File: src/rtl/pit_pkg.sv
package pit_pkg;
  localparam int BYTE_W = 8;
  localparam int CNT_W  = 2 * BYTE_W;
  localparam int NCH    = 3;
  localparam int ADDR_W = 2;
  localparam int DIGITS = CNT_W / 4;
  localparam int EFF_W  = CNT_W + 1;

  typedef enum logic [1:0] {
    ACC_FREEZE = 2'b00,
    ACC_LO     = 2'b01,
    ACC_HI     = 2'b10,
    ACC_BOTH   = 2'b11
  } acc_e;

  typedef enum logic [1:0] {
    RUN_TERM   = 2'd0,
    RUN_RATE   = 2'd1,
    RUN_SQUARE = 2'd2
  } run_e;

  typedef logic [CNT_W-1:0] cnt_t;
  typedef logic [EFF_W-1:0] eff_t;

  typedef struct packed {
    logic ctl_wr;
    logic freeze_cmd;
    logic port_wr;
    logic port_rd;
  } ch_strobe_t;

  function automatic run_e decode_mode(logic [2:0] code);
    case (code)
      3'd2, 3'd6: return RUN_RATE;
      3'd3, 3'd7: return RUN_SQUARE;
      default:    return RUN_TERM;
    endcase
  endfunction

  function automatic cnt_t count_dec(cnt_t c, logic bcd);
    cnt_t r;
    logic borrow;
    r = c;
    borrow = 1'b1;
    if (!bcd) return c - cnt_t'(1);
    for (int d = 0; d < DIGITS; d++) begin
      if (borrow) begin
        if (c[d*4 +: 4] == 4'd0) r[d*4 +: 4] = 4'd9;
        else begin
          r[d*4 +: 4] = c[d*4 +: 4] - 4'd1;
          borrow = 1'b0;
        end
      end
    end
    return r;
  endfunction

  function automatic eff_t count_eff(cnt_t c, logic bcd);
    eff_t acc;
    acc = '0;
    if (c == '0) return bcd ? eff_t'(10 ** DIGITS) : (eff_t'(1) << CNT_W);
    if (!bcd) return eff_t'(c);
    for (int d = DIGITS - 1; d >= 0; d--)
      acc = acc * eff_t'(10) + eff_t'(c[d*4 +: 4]);
    return acc;
  endfunction
endpackage

File: src/rtl/pit_bus_decode.sv
module pit_bus_decode
  import pit_pkg::*;
(
  input  logic                         clk,
  input  logic                         rst_n,
  input  logic                         bus_wr,
  input  logic                         bus_rd,
  input  logic [ADDR_W-1:0]            bus_addr,
  input  logic [3:0]                   ctl_top,
  output ch_strobe_t [NCH-1:0]         strb
);
  localparam logic [ADDR_W-1:0] CTL_ADDR = ADDR_W'(NCH);

  logic             ctl_hit;
  logic [NCH-1:0]   any_ctl;

  assign ctl_hit = bus_wr && (bus_addr == CTL_ADDR);

  always_comb begin
    for (int i = 0; i < NCH; i++) begin
      strb[i].ctl_wr     = ctl_hit && (ctl_top[3:2] == 2'(i)) && (ctl_top[1:0] != 2'b00);
      strb[i].freeze_cmd = ctl_hit && (ctl_top[3:2] == 2'(i)) && (ctl_top[1:0] == 2'b00);
      strb[i].port_wr    = bus_wr && (bus_addr == ADDR_W'(i));
      strb[i].port_rd    = bus_rd && (bus_addr == ADDR_W'(i));
      any_ctl[i]         = strb[i].ctl_wr || strb[i].freeze_cmd;
    end
  end

  AST_ONE_CHANNEL: assert property (@(posedge clk) disable iff (!rst_n)
    $onehot0(any_ctl));

  AST_SELECT_11_IGNORED: assert property (@(posedge clk) disable iff (!rst_n)
    (ctl_hit && ctl_top[3:2] == 2'b11) |-> (any_ctl == '0));
endmodule

File: src/rtl/pit_down_counter.sv
module pit_down_counter
  import pit_pkg::*;
(
  input  logic clk,
  input  logic rst_n,
  input  logic tick,
  input  logic stop,
  input  logic load,
  input  logic bcd,
  input  run_e mode,
  input  cnt_t load_val,
  output cnt_t cnt,
  output logic out
);
  cnt_t cnt_q, reload_q, step_val;
  eff_t half_q, load_eff, step_eff;
  logic act_q, out_q;

  always_comb begin
    if (mode != RUN_TERM && cnt_q == cnt_t'(1)) step_val = reload_q;
    else                                          step_val = count_dec(cnt_q, bcd);
    step_eff = count_eff(step_val, bcd);
    load_eff = count_eff(load_val, bcd);
  end

  always_ff @(posedge clk) begin
    if (!rst_n) begin
      cnt_q    <= '0;
      reload_q <= '0;
      half_q   <= '0;
      act_q    <= 1'b0;
      out_q    <= 1'b0;
    end else if (stop) begin
      act_q <= 1'b0;
      out_q <= (mode != RUN_TERM);
    end else if (load) begin
      cnt_q    <= load_val;
      reload_q <= load_val;
      half_q   <= load_eff >> 1;
      act_q    <= 1'b1;
      case (mode)
        RUN_RATE:   out_q <= (load_val != cnt_t'(1));
        RUN_SQUARE: out_q <= 1'b1;
        default:    out_q <= 1'b0;
      endcase
    end else if (tick && act_q) begin
      cnt_q <= step_val;
      case (mode)
        RUN_RATE:   out_q <= (step_val != cnt_t'(1));
        RUN_SQUARE: out_q <= (step_eff > half_q);
        default:    if (cnt_q == cnt_t'(1)) out_q <= 1'b1;
      endcase
    end
  end

  assign cnt = cnt_q;
  assign out = out_q;

  AST_LOAD_TAKES: assert property (@(posedge clk) disable iff (!rst_n)
    (load && !stop) |=> (act_q && cnt_q == $past(load_val)));

  AST_STOP_IDLE: assert property (@(posedge clk) disable iff (!rst_n)
    stop |=> !act_q);

  AST_COUNT_HELD: assert property (@(posedge clk) disable iff (!rst_n)
    (!load && !(tick && act_q)) |=> $stable(cnt_q));

  AST_TERM_RISE: assert property (@(posedge clk) disable iff (!rst_n)
    (act_q && !stop && !load && tick && mode == RUN_TERM && cnt_q == cnt_t'(1)) |=> out_q);

  AST_RATE_LOW_AT_ONE: assert property (@(posedge clk) disable iff (!rst_n)
    (act_q && !stop && mode == RUN_RATE) |-> (out_q == (cnt_q != cnt_t'(1))));
endmodule

File: src/rtl/pit_channel.sv
module pit_channel
  import pit_pkg::*;
(
  input  logic              clk,
  input  logic              rst_n,
  input  logic              tick,
  input  ch_strobe_t        strb,
  input  logic [BYTE_W-1:0] wdata,
  output logic [BYTE_W-1:0] rd_byte,
  output logic              tmr_out
);
  run_e              mode_q, mode_use;
  acc_e              acc_q;
  logic              bcd_q, wptr_q, rptr_q, held_q;
  cnt_t              held_val_q, live_cnt, load_val, src_val;
  logic [BYTE_W-1:0] stage_q;
  logic              load, release_held;

  assign mode_use     = strb.ctl_wr ? decode_mode(wdata[3:1]) : mode_q;
  assign load         = strb.port_wr && (acc_q != ACC_BOTH || wptr_q);
  assign release_held = strb.port_rd && held_q && (acc_q != ACC_BOTH || rptr_q);

  always_comb begin
    case (acc_q)
      ACC_LO:  load_val = {{BYTE_W{1'b0}}, wdata};
      ACC_HI:  load_val = {wdata, {BYTE_W{1'b0}}};
      default: load_val = {wdata, stage_q};
    endcase
    src_val = held_q ? held_val_q : live_cnt;
    if (acc_q == ACC_HI || (acc_q == ACC_BOTH && rptr_q))
      rd_byte = src_val[CNT_W-1 -: BYTE_W];
    else
      rd_byte = src_val[BYTE_W-1:0];
  end

  always_ff @(posedge clk) begin
    if (!rst_n) begin
      mode_q     <= RUN_TERM;
      acc_q      <= ACC_BOTH;
      bcd_q      <= 1'b0;
      wptr_q     <= 1'b0;
      rptr_q     <= 1'b0;
      held_q     <= 1'b0;
      held_val_q <= '0;
      stage_q    <= '0;
    end else if (strb.ctl_wr) begin
      mode_q <= mode_use;
      acc_q  <= acc_e'(wdata[5:4]);
      bcd_q  <= wdata[0];
      wptr_q <= 1'b0;
      rptr_q <= 1'b0;
      held_q <= 1'b0;
    end else begin
      if (strb.freeze_cmd && !held_q) begin
        held_q     <= 1'b1;
        held_val_q <= live_cnt;
      end else if (release_held) begin
        held_q <= 1'b0;
      end
      if (strb.port_rd && acc_q == ACC_BOTH) rptr_q <= ~rptr_q;
      if (strb.port_wr && acc_q == ACC_BOTH) begin
        wptr_q <= ~wptr_q;
        if (!wptr_q) stage_q <= wdata;
      end
    end
  end

  pit_down_counter u_cnt (
    .clk      (clk),
    .rst_n    (rst_n),
    .tick     (tick),
    .stop     (strb.ctl_wr),
    .load     (load),
    .bcd      (bcd_q),
    .mode     (mode_use),
    .load_val (load_val),
    .cnt      (live_cnt),
    .out      (tmr_out)
  );

  AST_HELD_FROZEN: assert property (@(posedge clk) disable iff (!rst_n)
    (held_q && !strb.port_rd && !strb.ctl_wr) |=> (held_q && $stable(held_val_q)));

  AST_PTR_CLEARED: assert property (@(posedge clk) disable iff (!rst_n)
    strb.ctl_wr |=> (!wptr_q && !rptr_q && !held_q));

  AST_HALF_WRITE_NO_LOAD: assert property (@(posedge clk) disable iff (!rst_n)
    (strb.port_wr && acc_q == ACC_BOTH && !wptr_q && !tick) |=> $stable(live_cnt));
endmodule

File: src/rtl/pit_timer.sv
module pit_timer
  import pit_pkg::*;
(
  input  logic              clk,
  input  logic              rst_n,
  input  logic              tick,
  input  logic              bus_wr,
  input  logic              bus_rd,
  input  logic [ADDR_W-1:0] bus_addr,
  input  logic [BYTE_W-1:0] bus_wdata,
  output logic [BYTE_W-1:0] bus_rdata,
  output logic [NCH-1:0]    tmr_out
);
  ch_strobe_t [NCH-1:0] strb;
  logic [BYTE_W-1:0]    ch_byte [NCH];

  pit_bus_decode u_dec (
    .clk      (clk),
    .rst_n    (rst_n),
    .bus_wr   (bus_wr),
    .bus_rd   (bus_rd),
    .bus_addr (bus_addr),
    .ctl_top  (bus_wdata[7:4]),
    .strb     (strb)
  );

  for (genvar g = 0; g < NCH; g++) begin : g_ch
    pit_channel u_ch (
      .clk     (clk),
      .rst_n   (rst_n),
      .tick    (tick),
      .strb    (strb[g]),
      .wdata   (bus_wdata),
      .rd_byte (ch_byte[g]),
      .tmr_out (tmr_out[g])
    );
  end

  always_comb begin
    bus_rdata = '0;
    for (int i = 0; i < NCH; i++)
      if (bus_addr == ADDR_W'(i)) bus_rdata = ch_byte[i];
  end
endmodule

File: config.mk
export PLATFORM = sky130hd
export DESIGN_NAME = pit_timer
export DESIGN_NICKNAME = d
export VERILOG_FILES = /design/src/rtl/pit_pkg.sv /design/src/rtl/pit_bus_decode.sv /design/src/rtl/pit_down_counter.sv /design/src/rtl/pit_channel.sv /design/src/rtl/pit_timer.sv
export SDC_FILE = /design/constraint.sdc
export NUM_CORES = 1
export LEC_CHECK = 0
export BUFFER_PORTS_ARGS = -buffer_cell sky130_fd_sc_hd__buf_2
export CAP_MARGIN = 20
export CORE_MARGIN = 2
export CORE_UTILIZATION = 55
export DETAILED_ROUTE_END_ITERATION = 8
export HOLD_SLACK_MARGIN = 0.15
export PLACE_DENSITY_LB_ADDON = 0.2
export SLEW_MARGIN = 20
export SYNTH_ARGS = -nofsm -noshare
export SYNTH_HDL_FRONTEND = slang
export SYNTH_SLANG_ARGS = --single-unit
File: constraint.sdc
create_clock -name clk -period 11 [get_ports clk]
set_clock_uncertainty 0.05 [all_clocks]
set_input_delay 2.2 -clock clk [delete_from_list [all_inputs] [get_ports clk]]
set_output_delay 2.2 -clock clk [all_outputs]
set_load 0.01 [all_outputs]
==> summary.md, run 1 <==
| Metric | Value |
|---|---|
| Status | finished, final reports clean |
| # DRC | 0 |
| Worst EP arrival | 10,940 ps |
| Synth async-reset ratio | 0% |
| Post-Syn Instances | 3,559 |
| Min Tclk post-route | 10,540 ps |
| Average wire per standard cell | 17.75 um |
| Chip height | 226.2 um |
| Starting Density | 55.61% |
| Hold Crit Endpoint | g_ch[0].u_ch.held_val_q[9] |
| Max_slew headroom | 35.64% |
| H-Tree Depth | 1 |
| DR vias/cell | 6.048 |
| RR Endpoint | g_ch[2].u_ch.u_cnt.out |
| # IOs | 26 |
| Hold Fails Final Rpt | 0 |
| Global-route wire length before repair | 127.1 mm |
| Post-Syn Area | 27,160 um2 |
| Worst skew pair latency | 580 ps |
| Final Cycle Share | 95.86% |
| Hold crit path type | register to register |
| Fraction of layout cells with a size suffix above 1 | 11.82% |
| Filler Cells Inserted | 4,532 |
| Synth warn | 0 |
| Critical path class | input port to register |
| Clock tree from TritonCTS | built |
| Unrepaired setup endpoints after global routing | yes |
| Dominant cells by area after synthesis | dfxtp_1, ha_1, a21oi_1 |
| RePlAce Congestion | 0.9226 |
| Max frequency | 94.84 MHz |
| Initial antenna violation count | 4 |
| Cell variety after synth | 101 |
| Hold_sp | g_ch[0].u_ch.held_val_q[9] |
| CP Launch Type | input port |
| Dpl hpwl | 60.78 mm |
| Pins Over Slew Limit | 0 |
| Final Non-Filler Cells | 4,362 |
| Die width | 226.2 um |
| Max Buffers Root-to-Sink | 3 |
| Num CTS Buffers | 30 |
| Cell Rows | 81 |
| DR pass1 iterations | 6 |
| Crit-path most repeated cell | ha_1 |
| Worst Hold Depth | 2 |
| Worst setup EP type | register |
| FF-to-FF Start | g_ch[2].u_ch.u_cnt.cnt[2] |
| Clock transition at path regs | 60 ps |
| Nets | 4,096 |
| Area grow syn2layout | 12.07% |
| Crit path required time | 11,400 ps |
| I/O Buffers | 25 |
| Final setup vio count | 0 |
| CP Max Fanout | 5 |
| Clk root buf | clkbuf_16 |
| Post-synth EDFFs | 0 |
| Largest area contributor in the netlist | dfxtp_1 |
| CTS Hold Bufs | 0 |
| Worst setup path startpoint | bus_addr[0] |
| Worst reg-to-reg path cell count | 43 |
| Max-cap violations | 0 |
| Die area | 51,180 um2 |
| Sequential area share after synthesis | 18.13% |
| Avg Cell Area, Syn | 7.633 um2 |
| Worst-Margin Slew | 963.4 ps |
| Clock sink count | 246 |
| Vias in the first global route | 25,450 |
| Slowest CP cell | or3b_2 |
| Detail Route Antenna Nets | 0 |
| Total Routing Usage GR | 30.13% |
| Pin count of the biggest net entering global routing | 73 |
| Synth Flop Type | dfxtp_1 |
| Dpl cells | 4,298 |
| R2r setup slk | 1930 ps |
| Core area | 48,850 um2 |
| Post-synth top area share | 18.13% |
| DR iter-0 viols | 2,074 |
| Routed wire length | 77.45 mm |
| Via count | 26,380 |
| Grt ovf | 0 |
| CP max stage delay | 440 ps |
| Synthesis-stage register bit count | 246 |
## registers in the layout, indices dropped and copies added (netlist names)
| signal | cells |
|---|---|
| g_ch.u_ch.bcd_q | 3 |
| g_ch.u_ch.u_cnt.act_q | 3 |
| g_ch.u_ch.u_cnt.out | 3 |
| g_ch.u_ch.acc_q | 6 |
| g_ch.u_ch.held_q | 3 |
| g_ch.u_ch.u_cnt.reload_q | 48 |
| g_ch.u_ch.held_val_q | 48 |
| g_ch.u_ch.u_cnt.cnt | 48 |
| g_ch.u_ch.rptr_q | 3 |
| g_ch.u_ch.stage_q | 24 |
| g_ch.u_ch.mode_q | 6 |
| g_ch.u_ch.u_cnt.half_q | 48 |
| g_ch.u_ch.wptr_q | 3 |
## area by class of cell
class	instances	area, um2	share of cell area, %
multi-input combinational	2952	21100	69.30
sequential	246	4927	16.18
inverter	188	710.7	2.334
antenna	1	2.502	0.008220
tap	664	830.8	2.729
clock inverter	17	163.9	0.5384
clock buffer	39	855.8	2.811
timing repair buffer	255	1856	6.095
## stage by stage
step	hold WS, ps	cell area (um2)	TNS (ps)	util [%]	setup WS [ps]
6_report	402.1	30440	0	62.32	455.9
5_1_grt	417.4	30440	-177.3	62.32	-62.75
4_1_cts	405.0	30200	0	61.82	133.9
3_5_place_dp	396.4	29180	-740.2	59.74	-411.3
3_3_place_gp	388.2	29180	-154.8	59.74	-70.17
2_1_floorplan	381.9	27270	-38.11	-	-38.11
## synth_stat cells, types with 23 or more instances
library cell  count
mux2i_1          58
nor3_1           67
a31oi_1          23
o21a_1           29
nand3_1          89
nand2_1         432
nand2b_1         41
o211ai_1         26
nand4_1          27
and3_1           26
clkbuf_1        146
nor3b_1          33
and2_1           43
xnor2_1         167
nor2_1          335
a211oi_1         36
inv_1           187
dfxtp_1         246
fa_1             36
or3_1            25
nor2b_1          41
xor2_1           96
mux4_2           24
ha_1            372
a21oi_1         336
a21o_1           68
o31ai_1          23
o21ai_0         186
## what timing repair did
| action | 4_1_cts | 5_1_grt |
|---|---|---|
| endpoints found under the setup margin | 0 | 3 |
| buffers inserted | 0 | 7 |
| gates resized for setup | 0 | 43 |
## logic make-up (layout without fill, tap and decap cells)
logic type	Yosys count	count (layout)	synth area share, %
other	1	7	0.01380
and+or+nand+nor	1267	1267	22.52
xor gates and xnor gates	264	264	8.562
DFF	246	246	18.13
AOI/OAI and AO/OA	918	918	21.29
buffers and inverters	366	499	5.278
adders and majority gates	408	408	19.79
muxes	89	89	4.417
## worst max-delay path by stage
stage | depth (start not counted) | to | slack [ps]
floorplan | 41 | g_ch[2].u_ch.u_cnt.out | -40
global placement | 45 | g_ch[1].u_ch.u_cnt.out | -70
detailed placement | 46 | g_ch[1].u_ch.u_cnt.out | -410
CTS | 46 | g_ch[1].u_ch.u_cnt.out | 130
global route | 48 | g_ch[2].u_ch.u_cnt.out | -60
finish | 45 | g_ch[1].u_ch.u_cnt.out | 460
## layout by cell type (no fill, tap or decap), types with 15 or more instances in the layout
| cell | n |
|---|---|
| a211oi_1 | 35 |
| a21o_1 | 68 |
| a21oi_1 | 332 |
| a22oi_1 | 22 |
| a311oi_1 | 15 |
| a31oi_1 | 22 |
| and2_1 | 44 |
| and3_1 | 26 |
| buf_2 | 25 |
| buf_4 | 229 |
| clkbuf_16 | 31 |
| dfxtp_1 | 244 |
| fa_1 | 36 |
| ha_1 | 369 |
| inv_1 | 186 |
| mux2i_1 | 58 |
| mux4_2 | 24 |
| nand2_1 | 431 |
| nand2b_1 | 41 |
| nand3_1 | 87 |
| nand4_1 | 27 |
| nor2_1 | 333 |
| nor2b_1 | 41 |
| nor3_1 | 62 |
| nor3b_1 | 27 |
| nor4_1 | 17 |
| o2111ai_1 | 18 |
| o211ai_1 | 26 |
| o21a_1 | 29 |
| o21ai_0 | 179 |
| o21bai_1 | 18 |
| o31ai_1 | 23 |
| or3_1 | 25 |
| xnor2_1 | 163 |
| xor2_1 | 93 |
## layer usage
metal / global-route usage (%) / vias up / wire (um)
li1: - / 12930 / -
met1: 40.74 / 12530 / 34930
met2: 49.53 / 759 / 35220
met3: 4.580 / 151 / 4830
met4: 8.807 / 8 / 2413
met5: 0 / - / 47
## worst max-delay path: cells and delay by family
family | cells | cell delay (ps)
adders and majority gates | 9 | 2730
buffers and inverters | 5 | 570
xor gates and xnor gates | 5 | 920
and+or+nand+nor | 14 | 2280
AOI/OAI and AO/OA | 11 | 1970
muxes | 1 | 270
Power of run 1 is left out: the tool's default activity adds up to more than one toggle a clock period on the data nets, which glitch-free logic cannot reach.
==> run 2: changes to the inputs <==
==> constraint.sdc (replaced) <==
create_clock -name clk -period 13.2 [get_ports clk]
set_clock_uncertainty 0.05 [all_clocks]
set_input_delay 2.64 -clock clk [delete_from_list [all_inputs] [get_ports clk]]
set_output_delay 2.64 -clock clk [all_outputs]
set_load 0.01 [all_outputs]
==> run 2 against run 1 <==
First-iteration DRC count rose by 6.4%. Count of clock-buffer cells in the layout rose by 2. Global-route usage fell by 0.38 points. Utilization fell by 3.4 points. Wire length fell by 1.3%. Worst hold slack got worse by 1.3 ps. Flip-flop and latch count did not move. Cell count fell by 4.4%. Register-to-register slack improved by 1400 ps. Non-clock buffer count fell by 191. Critical path depth fell by 4. Sequential share of layout area rose by 0.92 points. Critical path type unchanged.
==> summary.md, run 2 (same netlist as run 1, synthesis figures left out) <==
| Metric | Value |
|---|---|
| Initial antenna violation count | 7 (was 4) |
| Design area | 28,800 um2 (was 30,440 um2) |
| Dpl hpwl | 59.22 mm (was 60.78 mm) |
| Worst EP arrival | 12,950 ps (was 10,940 ps) |
| Grt ovf | 0 (unchanged) |
| Clock transition at path regs | 60 ps (about the same) |
| Final Cycle Share | 94.88% |
| M1 GR Usage | 40.40% (was 40.74%) |
| Die width | 226.2 um (unchanged) |
| Final setup vio count | 0 (unchanged) |
| Area post-placement | 27,720 um2 (was 29,180 um2) |
| Critical path class | input port to register (unchanged) |
| Status | finished, final reports clean (unchanged) |
| Slowest CP cell | o311ai_1 (was or3b_2) |
| # DRC | 0 (unchanged) |
| Hold crit path type | register to register (unchanged) |
| Worst setup EP type | register (unchanged) |
| CP Launch Type | input port (unchanged) |
| Max Buffers Root-to-Sink | 3 (unchanged) |
| DR pass1 iterations | 7 (was 6) |
| Crit path required time | 13,620 ps (was 11,400 ps) |
| Min Tclk post-route | 12,520 ps |
| RePlAce Congestion | 0.9335 (was 0.9226) |
| Die area | 51,180 um2 (unchanged) |
| CP Max Fanout | 13 (was 5) |
| # IOs | 26 (unchanged) |
| Post-CTS setup buffers | 0 (unchanged) |
| Worst skew pair latency | 590 ps (was 580 ps) |
| Total Routing Usage GR | 29.74% (was 30.13%) |
| Fraction of layout cells with a size suffix above 1 | 5.852% (was 11.82%) |
| Cell Rows | 81 (unchanged) |
| DR vias/cell | 6.136 (was 6.048) |
| FF/Latch Area | 4927 um2 (unchanged) |
| Unrepaired setup endpoints after global routing | no (was yes) |
| Clock tree from TritonCTS | built (unchanged) |
| Setup Slack @ Placement | 249.0 ps (was -411.3 ps) |
| I/O Buffers | 25 (unchanged) |
| Area grow syn2layout | 6.029% (was 12.07%) |
| Final Non-Filler Cells | 4,170 (was 4,362) |
| Post-route setup TNS | 0 ps (unchanged) |
| Pins Over Slew Limit | 0 (unchanged) |
| Commonest non-fill, non-tap cell in the layout | nand2_1 (unchanged) |
| Max_slew headroom | 29.17% (was 35.64%) |
| Max-cap violations | 0 (unchanged) |
| Filler Cells Inserted | 4,580 (was 4,532) |
| Dpl cells | 4,114 (was 4,298) |
| Chip height | 226.2 um (unchanged) |
| DR iter-0 viols | 2,207 (was 2,074) |
| Met2 usage | 49.04% (was 49.53%) |
| H-Tree Depth | 1 (unchanged) |
| GRT busiest layer | met2 (unchanged) |
| Worst-Margin Slew | 1060 ps (was 963.4 ps) |
| Pin count of the biggest net entering global routing | 88 (was 73) |
| Starting Density | 55.61% (unchanged) |
| Routed wire length | 76.47 mm (was 77.45 mm) |
| Max frequency | 79.85 MHz |
| Crit-path most repeated cell | ha_1 (unchanged) |
| CTS resizes | 0 (unchanged) |
| Core area | 48,850 um2 (unchanged) |
| GR Layer Usage met3 | 4.450% (was 4.580%) |
| Vias in the first global route | 24,750 (was 25,450) |
| Detail Route Antenna Nets | 0 (unchanged) |
| Average wire per standard cell | 18.34 um (was 17.75 um) |
| PnR worst setup slack | 676.3 ps (was 455.9 ps) |
| Num CTS Buffers | 29 (was 30) |
| Nets | 3,904 (was 4,096) |
| Hold Fails Final Rpt | 0 (unchanged) |
| CP max stage delay | 640 ps (was 440 ps) |
| Most frequent cells in the layout | nand2_1, ha_1, a21oi_1 (was nand2_1, ha_1, nor2_1) |
| Area of the multi-input gates | 20,860 um2 (was 21,100 um2) |
| Clk root buf | clkbuf_16 (unchanged) |
| Via count | 25,590 (was 26,380) |
| Clock sink count | 246 (unchanged) |
| CTS Hold Bufs | 0 (unchanged) |
| Global-route wire length before repair | 125.0 mm (was 127.1 mm) |
run 2: cell type report:
cell class | instances | area share, %
clock inverter | 12 | 0.7255
antenna | 3 | 0.02606
timing repair buffer | 64 | 1.451
clock buffer | 41 | 2.919
tap | 664 | 2.884
sequential | 246 | 17.11
inverter | 188 | 2.467
multi-input combinational | 2952 | 72.42
run 2: metrics by stage:
stage	utilization, %	hold slack, ps
floorplan	-	381.9
global placement	56.74	388.1
detailed placement	56.74	394.9
CTS	58.89	403.0
global route	58.95	417.1
finish	58.96	400.8
run 2: path summary, 6_finish.rpt:
kind | start | depth (start not counted) | endpoint | slack [ps]
hold reg to reg | g_ch[0].u_ch.held_val_q[2] | 2 | g_ch[0].u_ch.held_val_q[2] | 400
setup / recovery | bus_addr[1] | 41 | g_ch[2].u_ch.u_cnt.out | 680
hold / removal | g_ch[0].u_ch.held_val_q[2] | 2 | g_ch[0].u_ch.held_val_q[2] | 400
setup reg to reg | g_ch[2].u_ch.u_cnt.cnt[2] | 36 | g_ch[2].u_ch.u_cnt.out | 3330
run 2: worst max-delay path, delay by kind of cell:
family	cells	cell delay (ps)
adder cells (fa/ha/maj)	9	2780
AND/OR/NAND/NOR	12	3290
XOR/XNOR	4	840
buffers and inverters	3	450
AO/OA/AOI/OAI	12	2670
multiplexers	1	250
run 2: routing by layer:
layer,share of wire [%],vias up,wire [um]
met5,0.048,-,37
met4,2.6,6,1987
met3,6.9,147,5250
met2,45,815,34700
met1,45,12090,34500
li1,-,12530,-
Power of run 2 is left out for the same reason.
